[config.mk]
export PLATFORM = sky130hd
export DESIGN_NAME = aud_fifo_irq_regs
export DESIGN_NICKNAME = d
export VERILOG_FILES = /design/src/rtl/aud_fifo_irq_regs.sv
export SDC_FILE = /design/constraint.sdc
export NUM_CORES = 2
export LEC_CHECK = 0
export CAP_MARGIN = 25
export CORE_AREA = 10 10 436 438
export CTS_CLUSTER_SIZE = 25
export DETAILED_ROUTE_END_ITERATION = 16
export DIE_AREA = 0 0 446 448
export GPL_ROUTABILITY_DRIVEN = 0
export PLACE_DENSITY_LB_ADDON = 0.2
export SYNTH_ARGS = -nofsm -noshare
export SYNTH_HDL_FRONTEND = slang
export SYNTH_SLANG_ARGS = --single-unit
[constraint.sdc]
create_clock -name clk -period 4.18 [get_ports clk]
set_input_delay 0.836 -clock clk [delete_from_list [all_inputs] [get_ports clk]]
set_output_delay 0.836 -clock clk [all_outputs]
set_load 0.1 [all_outputs]
[src/rtl/aud_fifo_irq_regs.sv]
module aud_fifo_irq_regs #(
  parameter int          DEPTH   = 64,
  parameter logic [31:0] VERSION = 32'h0001_0002
) (
  input  logic        clk,
  input  logic        rst_n,
  input  logic        bus_valid,
  input  logic        bus_write,
  input  logic [4:0]  bus_addr,
  input  logic [31:0] bus_wdata,
  output logic [31:0] bus_rdata,
  input  logic        pop_req,
  output logic [31:0] pop_data,
  output logic        pop_avail,
  output logic [31:0] cfg_word,
  output logic        irq
);
  localparam int          PW       = (DEPTH > 1) ? $clog2(DEPTH) : 1;
  localparam int          CW       = PW + 1;
  localparam logic [CW-1:0] HALF   = CW'(DEPTH / 2);
  localparam logic [CW-1:0] FULL   = CW'(DEPTH);
  localparam logic [31:0] CFG_MASK = 32'hFF3F_FF07;

  logic [31:0]   mem [DEPTH];
  logic [PW-1:0] wp, rp;
  logic [CW-1:0] cnt;
  logic [31:0]   cfg;
  logic [1:0]    msk;
  logic          ovf;

  wire [2:0] sel      = bus_addr[4:2];
  wire       wr       = bus_valid & bus_write;
  wire       rd       = bus_valid & ~bus_write;
  wire       push_req = wr & sel[2];
  wire       full     = (cnt == FULL);
  wire       push     = push_req & ~full;
  wire       drop     = push_req & full;
  wire       pop      = pop_req & (cnt != '0);

  wire [3:0]    lvl   = cfg[27:24];
  wire [3:0]    shamt = (lvl == 4'd0) ? 4'd0 : lvl - 4'd1;
  wire [CW-1:0] thr   = HALF >> shamt;
  wire [31:0]   stat  = {29'b0, ovf, (cnt < thr), (cnt == '0)};

  always_ff @(posedge clk)
    if (push) mem[wp] <= bus_wdata;

  always_ff @(posedge clk) begin
    if (!rst_n) begin
      wp  <= '0;
      rp  <= '0;
      cnt <= '0;
    end else begin
      if (push) wp <= (wp == PW'(DEPTH - 1)) ? '0 : wp + 1'b1;
      if (pop)  rp <= (rp == PW'(DEPTH - 1)) ? '0 : rp + 1'b1;
      cnt <= cnt + CW'(push) - CW'(pop);
    end
  end

  always_ff @(posedge clk) begin
    if (!rst_n) begin
      cfg <= '0;
      msk <= '0;
      ovf <= 1'b0;
    end else begin
      if (wr && sel == 3'd1) cfg <= bus_wdata & CFG_MASK;
      if (wr && sel == 3'd2) msk <= bus_wdata[1:0];
      if (drop) ovf <= 1'b1;
      else if (wr && sel == 3'd3 && bus_wdata[2]) ovf <= 1'b0;
    end
  end

  always_ff @(posedge clk) begin
    if (!rst_n) bus_rdata <= '0;
    else if (rd) begin
      case (sel)
        3'd0:    bus_rdata <= VERSION;
        3'd1:    bus_rdata <= cfg;
        3'd2:    bus_rdata <= {30'b0, msk};
        3'd3:    bus_rdata <= stat;
        default: bus_rdata <= '0;
      endcase
    end
  end

  assign pop_data  = mem[rp];
  assign pop_avail = (cnt != '0);
  assign cfg_word  = cfg;
  assign irq       = cfg[1] & |(stat[1:0] & msk);
endmodule

==> run summary <==
outcome = finished, violations left
violated checks = negative setup slack
Clk pwr share = 0.357
final slew viol count = 0
Cell Area, Synth = 81070 um2
ys flop type = edfxtp_1
initial antenna violation count = 16
Net Switching = 0.01345 W
fmax = 231.0 MHz
# clock sinks = 2126
input/output buffers = 123
DR pass1 iterations = 5
Pint = 0.03948 W
placement row count = 157
Required @ worst endpoint = 3.34 ns
vias in the first global route = 41930
die height = 448 um
critical path peak fanout = 20
CTS tree = yes
full die area = 199800 um2
WS Path Type = reg2out
Finish-stage setup viols = 31
skew final = 0.02043 ns
DP Worst Slack = 0.1529 ns
Syn Area/Cell = 21.95 um2
crit share post-route = 1.036
CP peak stage delay = 0.50 ns
Hold Vio Cnt, Final = 0
largest net degree at the start of global routing = 67
Overall Global Routing Usage = 0.2300
# IOs = 140
Clock Tree Root = clkbuf_16
Slew HR = 0.3030
CP max-delay cell = dfxtp_4
number of hold buffers added after cts = 0
total number of vias = 41870
Post-DRT Antenna Nets = 0
RSZ-0062 raised after global routing = yes
post-synthesis cell count = 3694
CTS Buf Count = 214
Worst Tran Pin Value = 1.042 ns
Layout Nets = 4399
synthesis-stage register bit count = 2126
Post-route DRC = 0
Iter 0 DRT Violations = 4995
gr ovfl total = 0
final WL = 232000 um
post-synthesis async set-or-reset flop share = 0
first-pass GRT wire length = 324600 um
sequential power share = 0.443
CP cell instances = buf_12 -> and2_4 -> buf_12 -> buf_12 -> a221oi_1 -> buf_4 -> a221oi_2 -> buf_4 -> buf_12
Cell variety after synth = 51
Seq/Total Area, Yosys = 0.7778
via density per instance = 6.065
CP Data Arrival Time = 3.49 ns
Worst-path clk slew = 0.06 ns
HP Class = in2reg
DR WL/cell = 33.61 um
share of the synthesized area in the top cell type = 0.7586
Post-DP HPWL = 136900 um
CP Capture Type = output pin
Synth area leaders = edfxtp_1 (76%), mux4_2 (14%), dfxtp_1 (1.9%), a221oi_1 (0.97%), a22o_1 (0.65%)
area delta synth->final = 22.42%
yosys warns = 0
Sw Ratio = 0.2541
most frequent CP cell = buf_12
Pleak = 31.15 nW
min cycle time layout = 4.330 ns
Max clock buf depth = 3
most common cell after layout, fill and taps aside = edfxtp_1
Reg area = 63080 um2
# Max-Cap Violations = 0
most frequent cells in the layout = edfxtp_1 (2048), mux4_2 (504), buf_4 (360)
Sum Neg Setup Slack = -2.314 ns
fin area = 99240 um2
EDFF count, synth = 2048
placed inst area = 89230 um2
maximum VDD drop = 0.0003434 V
core area = 181700 um2
CP Launch Type = flop
H-tree Lvls = 4
Initial Util = 0.4462
PD cells = 533.3 nW/um2
Layout Utilization = 0.5462
Synth area leader = edfxtp_1
filler cell count in the final layout = 13540
Die W = 446 um
Worst Setup Slack, final = -0.1497 ns
combinational fraction of design power = 0.200
Multi-input gate area = 18960 um2
later-pin clock latency in the skew report = 0.85 ns
layout cell share with drive strength beyond 1 = 0.3682
[synth_stat cells, drive strengths merged, types with 51 or more instances]
cell / n
edfxtp: 2048
nor2b: 56
nand2: 78
mux4: 504
a221oi: 90
buf: 116
clkbuf: 113
mux2i: 51
a21oi: 72
a22o: 60
dfxtp: 78
nor2: 111
[area by class of cell]
type	count	area share
inverters	17	0.0006430
clock buffers	267	0.05701
repair buffers	646	0.07358
flip-flops and latches	2126	0.6356
well taps	2385	0.03007
multi-input cells	1335	0.1910
diodes	2	0.00005043
clock inverters	125	0.01204
[sequential cells by signal (all words and copies together), names as in the netlist, named ones only]
| name | count |
|---|---|
| msk | 2 |
| cnt | 7 |
| mem | 2048 |
| cfg_word | 25 |
| wp | 6 |
| bus_rdata | 25 |
| rp | 6 |
| ovf | 1 |
[power groups by stage]
stage	Sequential (W)	Combinational [W]	Clock, W
2_1_floorplan	0.0239	0.00564	0
3_3_place_gp	0.0240	0.00879	0
3_5_place_dp	0.0240	0.00883	0
4_1_cts	0.0235	0.0102	0.0192
5_1_grt	0.0235	0.0111	0.0200
6_report	0.0235	0.0106	0.0189
[routing by layer]
metal  track usage  share of wire
met4       0.06779          0.032
met1        0.3254           0.41
met3       0.04034          0.077
met2        0.3687           0.48
met5             0       0.000056
[critical path: cells and delay by family (launching register included)]
family / cells / cell delay (ns)
buffers and inverters: 6 / 1.38
and+or+nand+nor: 1 / 0.26
AOI/OAI and AO/OA: 2 / 0.42
DFF: 1 / 0.50
[stage by stage]
| step | power [W] | hold WS [ns] | instances |
|---|---|---|---|
| 2_1_floorplan | 0.02956 | 0.4692 | 3707 |
| 3_3_place_gp | 0.03279 | 0.4721 | 6395 |
| 3_5_place_dp | 0.03284 | 0.4829 | 6399 |
| 4_1_cts | 0.05285 | 0.2359 | 6858 |
| 5_1_grt | 0.05461 | 0.2568 | 6903 |
| 6_report | 0.05293 | 0.2899 | 6903 |
[what timing repair did]
item / 4_1_cts / 5_1_grt
pin swaps: 33 / 36
endpoints found under the hold margin: 0 / 0
gates resized for setup: 219 / 87
cloned: 11 / 4
endpoints found under the setup margin: 32 / 32
buffers inserted: 62 / 41
[kinds of logic after synthesis]
family,synth area share
DFF,0.7778
AOI/OAI and AO/OA,0.03601
buffers and inverters,0.01491
other,0.00004626
muxes,0.1466
and+or+nand+nor,0.02070
adders and majority gates,0.002716
xor gates and xnor gates,0.001188
[worst paths after layout]
kind	end	from	slack, ns	cells after the start
max	pop_data[24]	flop	-0.15	9
max reg2reg	cnt[6]$_SDFF_PN0_	cnt[5]$_SDFF_PN0_	0.39	17
min	mem[51][15]$_DFFE_PP_	bus_wdata[15]	0.29	1
min reg2reg	cfg_word[15]$_SDFFE_PN0P_	cfg_word[15]$_SDFFE_PN0P_	0.49	2
(Power assumes the default switching activity.)
